<file path="config.mk">
export PLATFORM = sky130hd
export DESIGN_NAME = sw_level_counter
export DESIGN_NICKNAME = d
export VERILOG_FILES = /design/src/rtl/sw_cnt_pkg.sv /design/src/rtl/sw_edge_det.sv /design/src/rtl/sw_lvl_ctr.sv /design/src/rtl/sw_latch.sv /design/src/rtl/sw_level_counter.sv
export SDC_FILE = /design/constraint.sdc
export NUM_CORES = 1
export LEC_CHECK = 0
export CAP_MARGIN = 0
export CORE_MARGIN = 3
export CORE_UTILIZATION = 58
export DETAILED_ROUTE_END_ITERATION = 8
export DONT_BUFFER_PORTS = 1
export PLACE_DENSITY = 0.78
export REMOVE_ABC_BUFFERS = 1
export SLEW_MARGIN = 20
export SYNTH_ARGS = -nofsm -noshare
export SYNTH_HDL_FRONTEND = slang
export SYNTH_SLANG_ARGS = --single-unit
export TNS_END_PERCENT = 10
</file>
<file path="constraint.sdc">
create_clock -name clk_i -period 4.55 [get_ports clk_i]
set_input_delay 0.2275 -clock clk_i [delete_from_list [all_inputs] [get_ports clk_i]]
set_output_delay 0.2275 -clock clk_i [all_outputs]
set_load 0.02 [all_outputs]
</file>
<file path="src/rtl/sw_cnt_pkg.sv">
package sw_cnt_pkg;

  function automatic int clog2_int(input int n);
    int r;
    r = 0;
    while ((1 << r) < n) r++;
    return r;
  endfunction

  // width of the leg total: 2 * devices * max count
  function automatic int total_width(input int num_dev, input int cnt_w);
    return cnt_w + 1 + clog2_int(num_dev);
  endfunction

endpackage

</file>
<file path="src/rtl/sw_edge_det.sv">
module sw_edge_det #(
  parameter int NUM_DEV = 5
) (
  input  logic               clk_i,
  input  logic               rst_ni,
  input  logic [NUM_DEV-1:0] gate_i,
  output logic [NUM_DEV-1:0] rise_o,
  output logic [NUM_DEV-1:0] fall_o
);

  logic [NUM_DEV-1:0] gate_q, gate_d;
  logic               primed_q, primed_d;
  logic               smp_en;

  assign smp_en = 1'b1;

  always_comb begin
    gate_d   = gate_q;
    primed_d = primed_q;
    if (smp_en) begin
      gate_d   = gate_i;
      primed_d = 1'b1;
    end
  end

  always_ff @(posedge clk_i or negedge rst_ni) begin
    if (!rst_ni) begin
      gate_q   <= '0;
      primed_q <= 1'b0;
    end else begin
      gate_q   <= gate_d;
      primed_q <= primed_d;
    end
  end

  always_comb begin
    rise_o = '0;
    fall_o = '0;
    if (primed_q) begin
      rise_o = gate_i & ~gate_q;
      fall_o = ~gate_i & gate_q;
    end
  end

  // a reported rise leaves the stored copy high
  assert_rise_seen_R3: assert property (@(posedge clk_i) disable iff (!rst_ni)
    (rise_o != '0) |=> ((gate_q & $past(rise_o)) == $past(rise_o)));

  // a reported fall leaves the stored copy low
  assert_fall_seen_R4: assert property (@(posedge clk_i) disable iff (!rst_ni)
    (fall_o != '0) |=> ((gate_q & $past(fall_o)) == '0));

endmodule

</file>
<file path="src/rtl/sw_lvl_ctr.sv">
module sw_lvl_ctr #(
  parameter int CNT_W = 10
) (
  input  logic             clk_i,
  input  logic             rst_ni,
  input  logic             strobe_i,
  input  logic             rise_i,
  input  logic             fall_i,
  output logic [CNT_W-1:0] rise_cnt_o,
  output logic [CNT_W-1:0] fall_cnt_o
);

  localparam logic [CNT_W-1:0] CNT_MAX = '1;

  logic [CNT_W-1:0] rise_q, rise_d, fall_q, fall_d;
  logic [CNT_W-1:0] rise_base, fall_base;
  logic             rise_en, fall_en;

  assign rise_en = strobe_i | rise_i;
  assign fall_en = strobe_i | fall_i;

  always_comb begin
    rise_base = strobe_i ? '0 : rise_q;
    fall_base = strobe_i ? '0 : fall_q;
    rise_d    = rise_base;
    fall_d    = fall_base;
    if (rise_i && (rise_base != CNT_MAX)) rise_d = rise_base + 1'b1;
    if (fall_i && (fall_base != CNT_MAX)) fall_d = fall_base + 1'b1;
  end

  always_ff @(posedge clk_i or negedge rst_ni) begin
    if (!rst_ni) begin
      rise_q <= '0;
      fall_q <= '0;
    end else begin
      if (rise_en) rise_q <= rise_d;
      if (fall_en) fall_q <= fall_d;
    end
  end

  assign rise_cnt_o = rise_q;
  assign fall_cnt_o = fall_q;

  // a full counter stays full inside a window
  assert_sat_hold_R9: assert property (@(posedge clk_i) disable iff (!rst_ni)
    (!strobe_i && rise_q == CNT_MAX) |=> (rise_q == CNT_MAX));

  // inside a window the count moves by at most one
  assert_step_R3: assert property (@(posedge clk_i) disable iff (!rst_ni)
    !strobe_i |=> ((rise_q == $past(rise_q)) || (rise_q == $past(rise_q) + 1'b1)));

  // a strobe restarts the window with at most the strobe-clock edge
  assert_restart_R7: assert property (@(posedge clk_i) disable iff (!rst_ni)
    strobe_i |=> (fall_q <= 1));

endmodule

</file>
<file path="src/rtl/sw_latch.sv">
module sw_latch
  import sw_cnt_pkg::*;
#(
  parameter int NUM_DEV = 5,
  parameter int CNT_W   = 10,
  localparam int LVL_W  = CNT_W + 1,
  localparam int TOT_W  = total_width(NUM_DEV, CNT_W)
) (
  input  logic                     clk_i,
  input  logic                     rst_ni,
  input  logic                     strobe_i,
  input  logic [NUM_DEV*CNT_W-1:0] live_rise_i,
  input  logic [NUM_DEV*CNT_W-1:0] live_fall_i,
  output logic [NUM_DEV*CNT_W-1:0] rise_o,
  output logic [NUM_DEV*CNT_W-1:0] fall_o,
  output logic [NUM_DEV*LVL_W-1:0] lvl_o,
  output logic [TOT_W-1:0]         total_o,
  output logic                     done_o
);

  logic [NUM_DEV*CNT_W-1:0] rise_q, fall_q;
  logic [NUM_DEV*LVL_W-1:0] lvl_q, lvl_d;
  logic [TOT_W-1:0]         total_q, total_d;
  logic                     done_q, done_d;

  always_comb begin
    total_d = '0;
    for (int i = 0; i < NUM_DEV; i++) begin
      lvl_d[i*LVL_W +: LVL_W] = {1'b0, live_rise_i[i*CNT_W +: CNT_W]}
                              + {1'b0, live_fall_i[i*CNT_W +: CNT_W]};
      total_d = total_d + TOT_W'(live_rise_i[i*CNT_W +: CNT_W])
                        + TOT_W'(live_fall_i[i*CNT_W +: CNT_W]);
    end
    done_d = strobe_i;
  end

  always_ff @(posedge clk_i or negedge rst_ni) begin
    if (!rst_ni) begin
      rise_q  <= '0;
      fall_q  <= '0;
      lvl_q   <= '0;
      total_q <= '0;
      done_q  <= 1'b0;
    end else begin
      done_q <= done_d;
      if (strobe_i) begin
        rise_q  <= live_rise_i;
        fall_q  <= live_fall_i;
        lvl_q   <= lvl_d;
        total_q <= total_d;
      end
    end
  end

  assign rise_o  = rise_q;
  assign fall_o  = fall_q;
  assign lvl_o   = lvl_q;
  assign total_o = total_q;
  assign done_o  = done_q;

  logic [TOT_W-1:0] lvl_sum_chk;
  always_comb begin
    lvl_sum_chk = '0;
    for (int i = 0; i < NUM_DEV; i++)
      lvl_sum_chk = lvl_sum_chk + TOT_W'(lvl_q[i*LVL_W +: LVL_W]);
  end

  // total agrees with the latched per-level sums
  assert_total_R6: assert property (@(posedge clk_i) disable iff (!rst_ni)
    done_o |-> (total_o == lvl_sum_chk));

  // done only follows a strobe
  assert_done_pulse_R8: assert property (@(posedge clk_i) disable iff (!rst_ni)
    !strobe_i |=> !done_o);

  // results hold between strobes
  assert_hold_R8: assert property (@(posedge clk_i) disable iff (!rst_ni)
    !strobe_i |=> ($stable(total_o) && $stable(lvl_o)));

endmodule

</file>
<file path="src/rtl/sw_level_counter.sv">
module sw_level_counter
  import sw_cnt_pkg::*;
#(
  parameter int LEVELS   = 6,
  parameter int CNT_W    = 10,
  localparam int NUM_DEV = LEVELS - 1,
  localparam int LVL_W   = CNT_W + 1,
  localparam int TOT_W   = total_width(NUM_DEV, CNT_W)
) (
  input  logic                     clk_i,
  input  logic                     rst_ni,
  input  logic [NUM_DEV-1:0]       gate_i,
  input  logic                     cyc_strobe_i,
  output logic [NUM_DEV*CNT_W-1:0] rise_cnt_o,
  output logic [NUM_DEV*CNT_W-1:0] fall_cnt_o,
  output logic [NUM_DEV*LVL_W-1:0] lvl_cnt_o,
  output logic [TOT_W-1:0]         total_o,
  output logic                     done_o
);

  logic [NUM_DEV-1:0]       rise_ev, fall_ev;
  logic [NUM_DEV*CNT_W-1:0] live_rise, live_fall;

  sw_edge_det #(.NUM_DEV(NUM_DEV)) edge_i (
    .clk_i  (clk_i),
    .rst_ni (rst_ni),
    .gate_i (gate_i),
    .rise_o (rise_ev),
    .fall_o (fall_ev)
  );

  for (genvar g = 0; g < NUM_DEV; g++) begin : g_lvl
    sw_lvl_ctr #(.CNT_W(CNT_W)) ctr_i (
      .clk_i      (clk_i),
      .rst_ni     (rst_ni),
      .strobe_i   (cyc_strobe_i),
      .rise_i     (rise_ev[g]),
      .fall_i     (fall_ev[g]),
      .rise_cnt_o (live_rise[g*CNT_W +: CNT_W]),
      .fall_cnt_o (live_fall[g*CNT_W +: CNT_W])
    );
  end

  sw_latch #(.NUM_DEV(NUM_DEV), .CNT_W(CNT_W)) latch_i (
    .clk_i       (clk_i),
    .rst_ni      (rst_ni),
    .strobe_i    (cyc_strobe_i),
    .live_rise_i (live_rise),
    .live_fall_i (live_fall),
    .rise_o      (rise_cnt_o),
    .fall_o      (fall_cnt_o),
    .lvl_o       (lvl_cnt_o),
    .total_o     (total_o),
    .done_o      (done_o)
  );

  // nothing is reported before the first strobe after reset
  assert_quiet_R1: assert property (@(posedge clk_i) disable iff (!rst_ni)
    done_o |-> $past(cyc_strobe_i));

endmodule

</file>
==> key figures <==
Flow run
  • Max Cap Viol: 0

GRT
  • First-pass GRT wire length: about 74,000 microns
  • Vias in the first global route: between 10,000 and 15,000
  • Initial antenna violation count: 0
  • Largest net degree at the start of global routing: 277
  • Gr usage total: a little under a third
  • Grt ovf: 0

Cells and area
  • Commonest non-fill, non-tap cell in the layout: dfrtp_1
  • Fraction of layout cells with a size suffix above 1: approximately 22%
  • Fin nets: ~1,900
  • Most frequent cells in the layout: dfrtp_1 (276), dlygate4sd3_1 (184), mux2_2 (148)
  • P&R area growth vs syn: 26.6%
  • Cell area after layout: between 20,000 and 25,000 sq um
  • Diode count: 0
  • Non-filler cells, final: between 2,000 and 2,500

Power and ir drop
  • Max VDD drop: around 0.26 mV
  • Sequential power share: 48.5%
  • Clock network fraction of design power: around 45%
  • Power Internal: about 0.0041 W
  • Leakage Power: around 10 nW
  • Overall Power: roughly 0.0055 W
  • Cell Pwr Density: ~270 nW/um^2
  • Combinational share of power: under 10%
  • Sw power: between 0.001 and 0.0015 W
  • Switching share of power: 24.4%

Yosys
  • Synth Area in Compound Gates: 10.1%
  • Largest family of logic cells by synthesized area: adder cells
  • Synth Area in XOR/XNOR: between 3 and 4%
  • Register area share after synthesis: between 40% and 50%
  • Cell taking the most area after synthesis: dfrtp_1
  • YS warnings: 0
  • Synth Cell Area: roughly 16,000 sq um
  • Cells taking the most area after synthesis: dfrtp_1 (42%), mux2_2 (10%), fa_1 (9.1%), ha_1 (5.8%), inv_1 (2.4%)
  • Count of different cell masters after synthesis: 74
  • Syn_area_per_cell: between 10 and 15 sq um
  • EDFF count, synth: 0
  • Asr flop ratio synth: 100%
  • Post-synthesis mux area share: 11.6%
  • Synth top area share: a little over two fifths
  • Flops & latches, synth: roughly 280
  • Synth Area in Simple Gates: roughly 14%
  • Ys flop type: dfrtp_1
  • Post-Syn Instances: between 1,000 and 1,500
  • Adder-cell share of the synthesized area: 14.9%

Timing
  • Period utilization: 113%
  • Final setup fails: 10
  • RSZ-0062 raised after global routing: true
  • Final worst slack: -577 ps
  • Max Freq: just under 200 MHz
  • Worst-margin pin slew: between 900 and 1000 ps
  • Fin crit period: between 5000 and 6000 ps
  • Relative slew slack: about 38%
  • Clk_skew: between 20 and 25 ps
  • Final Max Tran Viols: 0
  • Hold_ws: -629 ps
  • Hold Fails Final Rpt: approximately 280

Routing
  • Routed Antenna Nets: 0
  • DR WL/cell: roughly 21 microns
  • DRT Pass-1 Iters: 7
  • # DRC: 0
  • Initial detailed-routing violation count: about 980
  • Total number of vias: ~13,000
  • Number of vias per cell: approximately 6
  • Final WL: about 46,000 microns

Placed design
  • Dpl cell area: roughly 17,000 sq um
  • Port Buf Inserts: 0
  • Gpl congestion: slightly below 0.9
  • HPWL Detailed: 27,900 microns
  • Cells after DPL: between 1,500 and 2,000

Clocking
  • H-tree lvl count: 1
  • Clk buf depth: 3
  • Clock Tree Root: clkbuf_16
  • Clock slew at reported path FFs: about 60 ps
  • TritonCTS clock tree: yes
  • CTS Sinks: ~280
  • Worst skew pair latency: ~560 ps
  • CTS Buf Count: 30
  • Hold-fix buffers, CTS: approximately 190

Setup path
  • Crit-path max cell delay: between 500 and 600 ps
  • Cell family with most CP delay: adder cells
  • Critical path, cell by cell: ha_2 > inv_2 > fa_2 > nor2b_2 > o31a_1 > buf_4 > o41ai_4 > xnor2_2 > fa_1 > inv_1 > fa_1 > fa_2 > fa_1 > inv_2 > ha_4 > a21o_1 > a21o_1 > a21oi_2 > a21boi_1 > o31ai_1
  • Crit path DAT: between 5000 and 6000 ps
  • Critical path's slowest cell: fa_1
  • Required @ worst endpoint: around 5000 ps
  • Most used cell, CP: fa_1
  • Crit-path max FO: 5
  • CP startpoint kind: flip-flop
  • WS Path Type: reg -> reg
  • Bufs and invs on worst path: 4
  • CP Capture Type: flip-flop

Floorplan
  • Core ar.: roughly 27,000 sq um
  • Io pins: 178
  • Die ar.: about 30,000 sq um
  • Site Rows: 60
  • Die Width: 173 microns
  • Die Ht: 173 microns
  • Initial core utilization: about three fifths

Min path
  • HP Class: in -> async

Outcome
  • Status: finished, violations left
  • Failing checks: negative hold slack, negative setup slack
-- flip-flops by register name, indices dropped and copies added, names as in the netlist --
signal / cells
latch_i.lvl_o: 55
g_lvl.ctr_i.fall_cnt_o: 50
g_lvl.ctr_i.rise_cnt_o: 50
latch_i.fall_o: 50
latch_i.rise_o: 50
latch_i.total_o: 14
edge_i.gate_q: 5
edge_i.primed_q: 1
latch_i.done_o: 1
-- repair_timing --
item                       in CTS  in global routing
setup endpoints to repair      10                 11
pin swaps                      30                 24
hold endpoints to repair      499                276
buffers inserted                8                  8
resized for setup              37                 19
-- synthesized netlist by cell type (all sizes together) (8+ instances only) --
library cell,instances
dfrtp,276
mux2,151
inv,105
nor2,99
ha,75
fa,74
nand2,71
o21ai,49
a21oi,43
nand3,41
xnor2,41
nor2b,39
buf,28
a211oi,25
a21o,25
and3,25
xor2,25
nor3,23
nand4,18
mux2i,17
a31oi,16
nand3b,16
o21a,15
and2,14
nand2b,14
clkbuf,13
and3b,12
and4,9
o31a,9
a31o,8
-- per-stage QoR --
| step | setup slack [ps] | setup TNS (ps) | hold slack [ps] | utilization [%] |
|---|---|---|---|---|
| global route | -806 | -5820 | -648 | 75.5 |
| finish | -577 | -4090 | -629 | 75.5 |
| global placement | -432 | -2920 | -57.2 | 63.6 |
| floorplan | -380 | -2000 | -68.1 | - |
| CTS | -433 | -3110 | -649 | 74.8 |
| detailed placement | -618 | -4170 | -54.0 | 63.6 |
-- worst reg2reg max path: cells and delay by family, from the launching register on --
family	cells	cell delay [ps]
flops	1	390
fa+ha+maj	7	2630
compound gates	7	1500
simple gates	1	60
xor+xnor	1	110
buf+inv	4	330
-- final timing paths --
check,slack (ps),cells after the start,startpoint,to
setup reg to reg,-580,20,g_lvl[0].ctr_i.fall_cnt_o[0]$_DFFE_PN0P_,latch_i.total_o[11]$_DFFE_PN0P_
hold / removal,-630,0,rst_ni,latch_i.fall_o[27]$_DFFE_PN0P_
min in group clk_i,70,2,cyc_strobe_i,g_lvl[2].ctr_i.fall_cnt_o[1]$_DFFE_PN0P_
hold reg to reg,620,2,g_lvl[0].ctr_i.rise_cnt_o[3]$_DFFE_PN0P_,g_lvl[0].ctr_i.rise_cnt_o[3]$_DFFE_PN0P_
setup / recovery,-580,20,g_lvl[0].ctr_i.fall_cnt_o[0]$_DFFE_PN0P_,latch_i.total_o[11]$_DFFE_PN0P_
max in group asynchronous,4730,0,rst_ni,latch_i.rise_o[3]$_DFFE_PN0P_
-- power by group through the flow --
stage	Clock [W]	Combinational (W)	Sequential [W]
4_1_cts	0.00246	0.000362	0.00265
2_1_floorplan	0	0.000188	0.00267
3_3_place_gp	0	0.000259	0.00269
6_report	0.00244	0.000378	0.00265
3_5_place_dp	0	0.000267	0.00269
5_1_grt	0.00257	0.000414	0.00265
-- per-layer routing --
| layer | part of all wire (%) | global-route usage [%] |
|---|---|---|
| met1 | 38 | 37.6 |
| met2 | 50 | 51.3 |
| met3 | 8.2 | 7.69 |
| met4 | 4.2 | 11.3 |
| met5 | 0 | 0 |
-- logic make-up after synthesis --
group | after synthesis
AO/OA/AOI/OAI | 239
XOR/XNOR | 66
adder cells (fa/ha/maj) | 149
buffers and inverters | 146
flip-flops | 276
multiplexers | 168
other | 1
AND/OR/NAND/NOR | 412
-- cell type report --
type                       count  area [sq um]
multi-input combinational   1035          9020
sequential                   276          6910
fill                        1729          6680
timing repair buffer         310          2810
clock buffer                  42           837
tap                          372           465
inverter                     105           394
clock inverter                14           140
No activity file was read; power rests on OpenSTA's default activity.
